[src/rtl/irq_seq_pkg.sv]
package irq_seq_pkg;
   localparam int unsigned EXC_N    = 3;
   localparam int unsigned EXC_STK  = 0;
   localparam int unsigned EXC_ILL  = 1;
   localparam int unsigned EXC_TRAP = 2;

   typedef logic [1:0] lvl_t;
   localparam lvl_t LVL_TOP = 2'd3;

   typedef enum logic [2:0] {
      SQ_IDLE,
      SQ_CTL1,
      SQ_CTL2,
      SQ_VEC0,
      SQ_VEC1
   } sq_state_t;
endpackage

[src/rtl/irq_pick.sv]
module irq_pick
   import irq_seq_pkg::*;
#(
   parameter int unsigned NSRC          = 4,
   parameter int unsigned IW            = 3,
   parameter bit          TIE_LOW_FIRST = 1'b1,
   localparam int unsigned SW = (NSRC > 1) ? $clog2(NSRC) : 1
) (
   input  logic [NSRC-1:0]   req,
   input  logic [2*NSRC-1:0] lvl_flat,
   input  lvl_t              mask,
   input  logic [EXC_N-1:0]  exc,
   output logic              hit,
   output logic              hit_src,
   output logic [SW-1:0]     src,
   output logic [IW-1:0]     idx,
   output lvl_t              lvl
);
   lvl_t            lvl_a [NSRC];
   logic [NSRC-1:0] elig;
   logic            m_hit;
   logic [SW-1:0]   m_idx;
   lvl_t            m_lvl;

   for (genvar i = 0; i < NSRC; i++) begin : g_elig
      assign lvl_a[i] = lvl_flat[2*i +: 2];
      assign elig[i]  = req[i] && (lvl_a[i] > mask);
   end

   if (TIE_LOW_FIRST) begin : g_tie_low
      always_comb begin
         m_hit = 1'b0;
         m_idx = '0;
         m_lvl = '0;
         for (int k = NSRC - 1; k >= 0; k--) begin
            if (elig[k] && (!m_hit || lvl_a[k] >= m_lvl)) begin
               m_hit = 1'b1;
               m_idx = SW'(k);
               m_lvl = lvl_a[k];
            end
         end
      end
   end else begin : g_tie_high
      always_comb begin
         m_hit = 1'b0;
         m_idx = '0;
         m_lvl = '0;
         for (int k = 0; k < NSRC; k++) begin
            if (elig[k] && (!m_hit || lvl_a[k] >= m_lvl)) begin
               m_hit = 1'b1;
               m_idx = SW'(k);
               m_lvl = lvl_a[k];
            end
         end
      end
   end

   always_comb begin
      hit     = 1'b1;
      hit_src = 1'b0;
      src     = m_idx;
      lvl     = LVL_TOP;
      if (exc[EXC_STK]) begin
         idx = IW'(EXC_STK);
      end else if (exc[EXC_ILL]) begin
         idx = IW'(EXC_ILL);
      end else if (exc[EXC_TRAP]) begin
         idx = IW'(EXC_TRAP);
      end else begin
         idx     = IW'(EXC_N) + IW'(m_idx);
         lvl     = m_lvl;
         hit     = m_hit;
         hit_src = m_hit;
      end
   end
endmodule

[src/rtl/svc_gate.sv]
module svc_gate #(
   parameter int unsigned GAP = 6,
   localparam int unsigned CW = $clog2(GAP + 1)
) (
   input  logic clk,
   input  logic rst_n,
   input  logic dec_strobe,
   input  logic grant,
   input  logic rep_run,
   input  logic lc_one,
   output logic open_ok,
   output logic early
);
   logic [CW-1:0] gap_cnt;
   logic [1:0]    drain;

   always_ff @(posedge clk or negedge rst_n) begin
      if (!rst_n) begin
         gap_cnt <= CW'(GAP);
         drain   <= '0;
      end else begin
         if (grant)
            gap_cnt <= '0;
         else if (dec_strobe && gap_cnt != CW'(GAP))
            gap_cnt <= gap_cnt + 1'b1;

         if (rep_run && lc_one)
            drain <= 2'd2;
         else if (dec_strobe && drain != 2'd0)
            drain <= drain - 1'b1;
      end
   end

   assign open_ok = (gap_cnt == CW'(GAP)) && !rep_run && (drain == 2'd0);
   assign early   = gap_cnt < CW'(2);

   AST_DRAIN_HOLD: assert property (@(posedge clk) disable iff (!rst_n)
      (rep_run && lc_one) |=> !open_ok);
   AST_GAP_CLOSE: assert property (@(posedge clk) disable iff (!rst_n)
      grant |=> !open_ok);
endmodule

[src/rtl/ctx_stack_ctl.sv]
module ctx_stack_ctl #(
   parameter int unsigned DEPTH = 4,
   localparam int unsigned DW = $clog2(DEPTH + 1)
) (
   input  logic clk,
   input  logic rst_n,
   input  logic push_req,
   input  logic pop_req,
   input  logic err_clr,
   output logic push,
   output logic pop,
   output logic err_pend
);
   logic [DW-1:0] depth;
   logic          full;
   logic          empty;

   assign full  = depth == DW'(DEPTH);
   assign empty = depth == '0;
   assign push  = push_req && !full;
   assign pop   = pop_req && !empty;

   always_ff @(posedge clk or negedge rst_n) begin
      if (!rst_n) begin
         depth    <= '0;
         err_pend <= 1'b0;
      end else begin
         depth <= depth + DW'(push) - DW'(pop);
         if ((push_req && full) || (pop_req && empty))
            err_pend <= 1'b1;
         else if (err_clr)
            err_pend <= 1'b0;
      end
   end

   AST_STK_OVF: assert property (@(posedge clk) disable iff (!rst_n)
      (push_req && full) |=> err_pend);
   AST_STK_UNF: assert property (@(posedge clk) disable iff (!rst_n)
      (pop_req && empty) |=> err_pend);
endmodule

[src/rtl/irq_seq_ctrl.sv]
module irq_seq_ctrl
   import irq_seq_pkg::*;
#(
   parameter int unsigned NSRC          = 4,
   parameter int unsigned AW            = 16,
   parameter logic [AW-1:0] VEC_BASE    = 16'h0100,
   parameter int unsigned STK_DEPTH     = 4,
   parameter int unsigned SPACING       = 4,
   parameter bit          TIE_LOW_FIRST = 1'b1
) (
   input  logic              clk,
   input  logic              rst_n,
   input  logic [NSRC-1:0]   irq_req,
   input  logic [2*NSRC-1:0] irq_lvl,
   input  logic [1:0]        sr_mask,
   input  logic              exc_illegal,
   input  logic              exc_trap,
   input  logic              dec_strobe,
   input  logic              call_dec,
   input  logic              rti_dec,
   input  logic              rep_run,
   input  logic              lc_one,
   output logic [NSRC-1:0]   irq_ack,
   output logic [1:0]        exc_ack,
   output logic              fetch_vec,
   output logic [AW-1:0]     vec_addr,
   output logic              mask_wr,
   output logic [1:0]        mask_val,
   output logic              stk_push,
   output logic              stk_pop
);
   localparam int unsigned NIDX = NSRC + EXC_N;
   localparam int unsigned IW   = $clog2(NIDX);
   localparam int unsigned SW   = (NSRC > 1) ? $clog2(NSRC) : 1;
   localparam int unsigned GAP  = SPACING + 2;

   if (NSRC < 1) begin : g_bad_nsrc
      $error("irq_seq_ctrl: NSRC must be at least 1");
   end
   if (AW < IW + 1) begin : g_bad_aw
      $error("irq_seq_ctrl: AW too narrow for the vector table");
   end
   if (STK_DEPTH < 1) begin : g_bad_depth
      $error("irq_seq_ctrl: STK_DEPTH must be at least 1");
   end
   if (SPACING < 1) begin : g_bad_spacing
      $error("irq_seq_ctrl: SPACING must be at least 1");
   end

   sq_state_t     state;
   logic          pick_hit, pick_src_hit;
   logic [SW-1:0] pick_src;
   logic [IW-1:0] pick_idx;
   lvl_t          pick_lvl;
   logic          gate_open, gate_early;
   logic          stk_err;
   logic          start, long_go;
   logic [IW-1:0] svc_idx;
   lvl_t          svc_lvl;
   logic          svc_open;

   irq_pick #(
      .NSRC(NSRC), .IW(IW), .TIE_LOW_FIRST(TIE_LOW_FIRST)
   ) u_pick (
      .req(irq_req), .lvl_flat(irq_lvl), .mask(sr_mask),
      .exc({exc_trap, exc_illegal, stk_err}),
      .hit(pick_hit), .hit_src(pick_src_hit), .src(pick_src),
      .idx(pick_idx), .lvl(pick_lvl)
   );

   svc_gate #(.GAP(GAP)) u_gate (
      .clk(clk), .rst_n(rst_n), .dec_strobe(dec_strobe), .grant(start),
      .rep_run(rep_run), .lc_one(lc_one),
      .open_ok(gate_open), .early(gate_early)
   );

   ctx_stack_ctl #(.DEPTH(STK_DEPTH)) u_stk (
      .clk(clk), .rst_n(rst_n), .push_req(long_go),
      .pop_req(dec_strobe && rti_dec),
      .err_clr(start && pick_idx == IW'(EXC_STK)),
      .push(stk_push), .pop(stk_pop), .err_pend(stk_err)
   );

   assign start   = (state == SQ_IDLE) && gate_open && pick_hit;
   assign long_go = dec_strobe && call_dec && svc_open && gate_early;

   always_ff @(posedge clk or negedge rst_n) begin
      if (!rst_n) begin
         state    <= SQ_IDLE;
         svc_idx  <= '0;
         svc_lvl  <= '0;
         svc_open <= 1'b0;
         irq_ack  <= '0;
         exc_ack  <= '0;
      end else begin
         unique case (state)
            SQ_IDLE: if (start) state <= SQ_CTL1;
            SQ_CTL1: state <= SQ_CTL2;
            SQ_CTL2: state <= SQ_VEC0;
            SQ_VEC0: state <= SQ_VEC1;
            default: state <= SQ_IDLE;
         endcase
         if (start) begin
            svc_idx  <= pick_idx;
            svc_lvl  <= pick_lvl;
            svc_open <= 1'b1;
         end else if (long_go) begin
            svc_open <= 1'b0;
         end
         irq_ack <= (start && pick_src_hit) ? (NSRC'(1) << pick_src) : '0;
         exc_ack <= {start && pick_idx == IW'(EXC_TRAP),
                     start && pick_idx == IW'(EXC_ILL)};
      end
   end

   assign fetch_vec = (state == SQ_VEC0) || (state == SQ_VEC1);
   assign vec_addr  = fetch_vec
                    ? VEC_BASE + AW'({svc_idx, 1'b0}) + AW'(state == SQ_VEC1)
                    : '0;
   assign mask_wr   = long_go;
   assign mask_val  = svc_lvl;

   AST_ACK_ONEHOT: assert property (@(posedge clk) disable iff (!rst_n)
      $onehot0({exc_ack, irq_ack}));
   AST_VEC_PAIR: assert property (@(posedge clk) disable iff (!rst_n)
      (state == SQ_VEC0) |=> (fetch_vec && vec_addr == $past(vec_addr) + AW'(1)));
   AST_NO_FETCH_AT_ACK: assert property (@(posedge clk) disable iff (!rst_n)
      (|{exc_ack, irq_ack}) |-> !fetch_vec);
   AST_REP_BLOCK: assert property (@(posedge clk) disable iff (!rst_n)
      rep_run |=> ({exc_ack, irq_ack} == '0));
   AST_LONG_ONCE: assert property (@(posedge clk) disable iff (!rst_n)
      mask_wr |=> !mask_wr);
endmodule

[config.mk]
export PLATFORM = sky130hd
export DESIGN_NAME = irq_seq_ctrl
export DESIGN_NICKNAME = d
export VERILOG_FILES = /design/src/rtl/irq_seq_pkg.sv /design/src/rtl/irq_pick.sv /design/src/rtl/svc_gate.sv /design/src/rtl/ctx_stack_ctl.sv /design/src/rtl/irq_seq_ctrl.sv
export SDC_FILE = /design/constraint.sdc
export NUM_CORES = 1
export LEC_CHECK = 0
export BUFFER_PORTS_ARGS = -buffer_cell sky130_fd_sc_hd__buf_2
export CORE_MARGIN = 2
export CORE_UTILIZATION = 29
export DETAILED_ROUTE_END_ITERATION = 10
export PLACE_DENSITY = 0.57
export SLEW_MARGIN = 20
export SYNTH_ARGS = -nofsm -noshare
export SYNTH_HDL_FRONTEND = slang
export SYNTH_SLANG_ARGS = --single-unit
[constraint.sdc]
create_clock -name clk -period 4.1 [get_ports clk]
set_input_delay 0.615 -clock clk [delete_from_list [all_inputs] [get_ports clk]]
set_output_delay 0.615 -clock clk [all_outputs]
set_load 0.005 [all_outputs]
After elaboration in Yosys (flattened, before gate mapping):

Index checks and enable logic that the tools add are counted.

* flip-flop bits (word level): 24

* add/sub/neg operators: 7
* magnitude comparators: 8
* equality and inequality tests: 10
* shift-type cells: 1
* multiplexer cells: 36
* reduce and logical (&&, ||, !) cells: 46

Operator list (count)
* logical AND 1 bit: 26
* 2-to-1 mux 2 bit: 13
* 2-to-1 mux 3 bit: 6
* 2-to-1 mux 1 bit: 14
* one-hot mux 3 bit (4 select lines): 1
* adder 10 x 1 -> 11 bit: 1
* 2-to-1 mux 11 bit: 1
* adder 9 x 4 -> 10 bit (first input constant): 1
* nonzero test 2 bit: 5
* equality test 3 x 2 -> 1 bit (second input constant): 3
* equality test 3 bit (second input constant): 3
* logical NOT 3 bit: 3
* > comparator 2 bit: 4
* equality test 3 x 1 -> 1 bit (second input constant): 2
* greater-or-equal comparator 2 bit: 3
* logical NOT 1 bit: 6
* logical OR 1 bit: 5
* 2-to-1 mux 4 bit: 1
* left shift 1 x 2 -> 4 bit (first input constant): 1
* adder 2 x 2 -> 3 bit (first input constant): 1
* adder 3 x 1 -> 3 bit: 1
* adder 3 x 1 -> 3 bit (second input constant): 1
* < comparator 3 x 2 -> 1 bit (second input constant): 1
* inequality test 3 bit (second input constant): 1
* 4 further kinds: 4

Depth between registers and ports, before layout:

* depth after elaboration: 23
* mapped depth: 26

Hierarchy:

A second synthesis with hierarchy kept.

* cells, all modules: 188
* area total of the unflattened synthesis: 1900.6 um^2

By module, submodules not included
* irq_seq_ctrl: times used 1, cells an instance 61, area an instance 701.9 um^2, seq. area each 375.4 um^2
* irq_pick: times used 1, cells an instance 81, area an instance 685.7 um^2, seq. area each 0.0 um^2
* svc_gate: times used 1, cells an instance 27, area an instance 285.3 um^2, seq. area each 127.6 um^2
* ctx_stack_ctl: times used 1, cells an instance 19, area an instance 227.7 um^2, seq. area each 100.1 um^2

Least setup slack after synthesis:

No wires, ideal clock.

* path kind: input port to flip-flop
* start point: input port sr_mask[1]
* end point: register exc_ack[0]
* library setup time: 0.088 ns
* arrival time: 5.125 ns
* data required time: 4.012 ns
* path slack: -1.113 ns
* stages on the path: 26
* buffers on the path: 0
* cells stage by stage: inv_1 ha_1 nor2b_4 o211a_4 and2_1 ha_1 nand2b_1 a21oi_1 a21oi_1 a22o_1 ha_1 nand2b_1 a21oi_1 o21ai_1 nand2_1 mux2_2 ha_1 nand2b_1 a21oi_1 o31ai_2 and2_1 nor2_1 inv_1 ha_1 o21ai_0 nor3b_1

* word-level cells in the longest chain between the ends: 21
* elaborated cells on any way between the ends: 41
* those cells by class: 1 x add/sub; 7 x order compare; 1 x eq/ne; 17 x mux; 15 x reduce/logical

Ends and longest elaborated chain
* from (decl): RTL line irq_seq_ctrl.sv:15 `input logic [1:0] sr_mask,`
* > comparator 2 bit: RTL line irq_pick.sv:27 `assign elig[i] = req[i] && (lvl_a[i] > mask);`
* logical AND 1 bit: RTL line irq_pick.sv:27
* 2-to-1 mux 2 bit or 2-to-1 mux 1 bit (tied branches): RTL line irq_pick.sv:36 `if (elig[k] && (!m_hit || lvl_a[k] >= m_lvl)) begin`
* greater-or-equal comparator 2 bit or logical NOT 1 bit (tied branches): RTL line irq_pick.sv:36
* logical OR 1 bit: RTL line irq_pick.sv:36
* logical AND 1 bit: RTL line irq_pick.sv:36
* 2-to-1 mux 2 bit or 2-to-1 mux 1 bit (tied branches): RTL line irq_pick.sv:36
* greater-or-equal comparator 2 bit or logical NOT 1 bit (tied branches): RTL line irq_pick.sv:36
* [... 5 more ...]
* logical AND 1 bit: RTL line irq_pick.sv:36
* 2-to-1 mux 2 bit: RTL line irq_pick.sv:36
* adder 2 x 2 -> 3 bit: RTL line irq_pick.sv:70 `idx = IW'(EXC_N) + IW'(m_idx);`
* 2-to-1 mux 3 bit: RTL line irq_pick.sv:67 `end else if (exc[EXC_TRAP]) begin`
* 2-to-1 mux 3 bit: RTL line irq_pick.sv:65 `end else if (exc[EXC_ILL]) begin`
* 2-to-1 mux 3 bit: RTL line irq_pick.sv:63 `if (exc[EXC_STK]) begin`
* equality test 3 x 1 -> 1 bit: RTL line irq_seq_ctrl.sv:112 `start && pick_idx == IW'(EXC_ILL)};`
* logical AND 1 bit *: RTL line irq_seq_ctrl.sv:112
* to (signal assigned): RTL line irq_seq_ctrl.sv:111 `exc_ack <= {start && pick_idx == IW'(EXC_TRAP),`
* to (decl): RTL line irq_seq_ctrl.sv:24 `output logic [1:0] exc_ack,`

Mark *: on every way between the ends. The rest lies on a longest branch, timed or not.
A chain may end at the register's enable or synchronous reset.

Final worst setup path:

Ends and elaborated chain as after synthesis.

==> metrics.cfg <==
[layout]
stdcell_count = 351
design_area_um2 = 2729
syn2layout_area_growth_pct = 48.87
num_antenna_cells = 0
postLayoutCoreUtil_pct = 45.29
drive_gt1_share_pct = 50.00
final_nets = 324

[grt]
grt_start_max_net_pins = 25
grt_first_pass_wirelength_um = 7458
grtUsageTotal_pct = 12.51
grt_antenna_before_repair = 0
grt_overflow = 0
first_global_vias = 1591

[yosys]
synth_edf_count = 0
ys.flop_type = dfrtp_1
ys_async_sr_fraction_pct = 100.0
synth-seq-cells = 24
syn_inst = 192
syn_area_um2 = 1833
synth-seq-area-share_pct = 32.90
syn_area_per_cell_um2 = 9.547
synth.distinct_cells = 47
synth_warnings = 0

[clock_tree]
clock_sinks = 24
cts_root_buf = clkbuf_8
cts_buffer_depth = 2
clkTransAtPathRegs_ps = 80
clk_latency_ps = 260
cts_tree = built
htree_levels = 1
cts_buffers = 3
cts_hold_buf = 0

[timing]
tightest_slew_ps = 702.0
hold_viol_final = 0
maxSlewHeadroom_pct = 53.11
fmax_mhz = 213.1
min_period_over_period_pct = 114.4
finalSetupTns_ps = -4813
rsz0062_at_grt = yes
finClkSkew_ps = 2.475
slew_viol_final = 0
post-route-min-period_ps = 4692
setup_slack_ps = -591.6
final-setup-viol-count = 11
hold_slack_ps = 318.6

[worst_setup_path]
critPathRequiredTime_ps = 4280
worstSetupPathType = in -> reg
r2r_start = u_gate.gap_cnt[2]
slowest_delay_ps = 320
cp_max_fo = 3
worst_path_max_delay_cell = mux2_4
worstPathArrival_ps = 4870
rr_endpoint = u_stk.depth[2]
rrSetupSlack_ps = 1870
crit_family = compound AO/OA/AOI/OAI gates
startpoint_type = input port
reg2reg_depth = 11
cpMostUsedCell = ha_4
critical_path_buf_inv_count = 3
critPathCaptureType = flip-flop

[routing]
drtIter0Drc = 33
totalWireLength_um = 4367
route.antenna.remaining_nets = 0
vias = 1610
firstDrtPassIters = 4
vias_per_cell = 4.587
wire_per_inst_um = 12.44
drcViolationCount = 0

[placed_design]
port_buffers = 39
dp.cells = 326
placed_cell_area_um2 = 2360
routabilityCongestion = 0.7154
dp_hpwl_um = 3210

[power]
p_leak_nw = 1.370
cellPowerDensity_nw_per_um2 = 401.1
peakVddDrop_uv = 217.0

[floorplan]
io_pins = 51
core.rowCount = 28
die_h_um = 83.50
dieArea_um2 = 6972
start_util_pct = 30.42
coreArea_um2 = 6026
die_x_um = 83.50

[run]
maxCapViolations = 0

[status]
violations = setup timing
run_status = finished with violations

[hold_path]
hp-class = in -> async

worst max-delay path by stage:
stage                    start         end  slack (ps)  cells past startpoint
floorplan           sr_mask[1]  exc_ack[0]        -540                     26
global placement    sr_mask[1]  exc_ack[0]        -870                     27
detailed placement  sr_mask[1]  exc_ack[0]        -890                     27
CTS                 sr_mask[1]  exc_ack[0]        -530                     27
global route        sr_mask[1]  exc_ack[0]        -750                     27
finish              sr_mask[1]  exc_ack[0]        -590                     27
Yosys cell counts (all sizes together) (2+ instances only):
| master | instances | share of area, % |
|---|---|---|
| dfstp | 2 | 2.9 |
| dfrtp | 22 | 30 |
| buf | 12 | 4.9 |
| ha | 23 | 16 |
| o21a | 2 | 0.82 |
| o21ai | 5 | 1.6 |
| nor4 | 2 | 1.5 |
| a21oi | 12 | 3.5 |
| xnor2 | 5 | 2.4 |
| o211a | 4 | 3.0 |
| nor3b | 3 | 1.2 |
| nor2 | 12 | 2.5 |
| or3 | 2 | 0.68 |
| mux2i | 2 | 1.1 |
| a22o | 2 | 0.96 |
| nand2b | 5 | 1.7 |
| o31ai | 3 | 1.5 |
| mux2 | 3 | 2.0 |
| nand2 | 19 | 3.9 |
| inv | 18 | 3.7 |
| nand4 | 2 | 0.68 |
| nand3 | 2 | 0.55 |
| nor3 | 5 | 1.6 |
| nor2b | 3 | 2.0 |
| and3 | 5 | 1.7 |
| and2 | 5 | 1.7 |
report_power, final:
part           total [W]  switching [W]  internal [W]
clock network   0.000160      0.0000745     0.0000857
registers       0.000402      0.0000771      0.000325
logic           0.000533       0.000246      0.000287
total            0.00109       0.000398      0.000697
through the flow:
step / setup slack [ps] / total power [W]
2_1_floorplan: -539.5 / 0.0007114
3_3_place_gp: -872.0 / 0.0008438
3_5_place_dp: -893.0 / 0.0008547
4_1_cts: -526.4 / 0.001075
5_1_grt: -754.1 / 0.001193
6_report: -591.6 / 0.001095
cell families after synthesis:
logic type / share of synthesized area [%]
buffers and inverters: 8.601
AO/OA/AOI/OAI: 13.86
adder cells (fa/ha/maj): 16.79
multiplexers: 3.140
other: 0.2046
AND/OR/NAND/NOR: 22.12
flip-flops: 32.90
XOR/XNOR: 2.389
flip-flops by register name (all words and copies together), names as in the netlist:
| name | flops |
|---|---|
| exc_ack | 2 |
| irq_ack | 4 |
| mask_val | 2 |
| state | 3 |
| svc_idx | 3 |
| svc_open | 1 |
| u_gate.drain | 2 |
| u_gate.gap_cnt | 3 |
| u_stk.depth | 3 |
| u_stk.err_pend | 1 |
placed cells by master (no fill, tap or decap), types with 4 or more instances in the layout:
cell,n
a21oi_1,6
a21oi_2,4
and3_1,4
buf_2,38
buf_4,40
clkbuf_8,4
conb_1,11
dfrtp_1,22
ha_1,15
ha_4,6
inv_1,15
nand2_1,18
nor2_1,11
xnor2_1,5
worst reg2reg max path, cell delays in order, from the launching register on:
cell,delay [ps]
dfstp_2,400
nor4bb_1,280
nand2_1,110
inv_1,90
nand2_1,70
ha_1,280
inv_1,60
ha_1,130
inv_1,50
fa_1,380
xnor2_1,150
xnor2_1,130
final cells by class:
| class | count | area [µm²] |
|---|---|---|
| fill | 583 | 3297 |
| multi-input combinational | 148 | 1355 |
| sequential | 24 | 603.1 |
| timing repair buffer | 82 | 539.3 |
| tap | 75 | 93.84 |
| inverter | 18 | 82.58 |
| clock buffer | 4 | 55.05 |
layer usage:
metal  track usage (%)  vias up  part of all wire (%)
met5                 0        -                     0
met4             1.320        0                  0.48
met3             2.077        2                   3.0
met2             21.04       28                    48
met1             17.50      772                    48
li1                  -      808                     -
timing repair:
item | CTS | global route
buffers inserted | 20 | 5
gates resized for setup | 17 | 13
pin swaps | 16 | 14
endpoints found under the setup margin | 11 | 11
No activity file was read; power rests on OpenSTA's default activity.
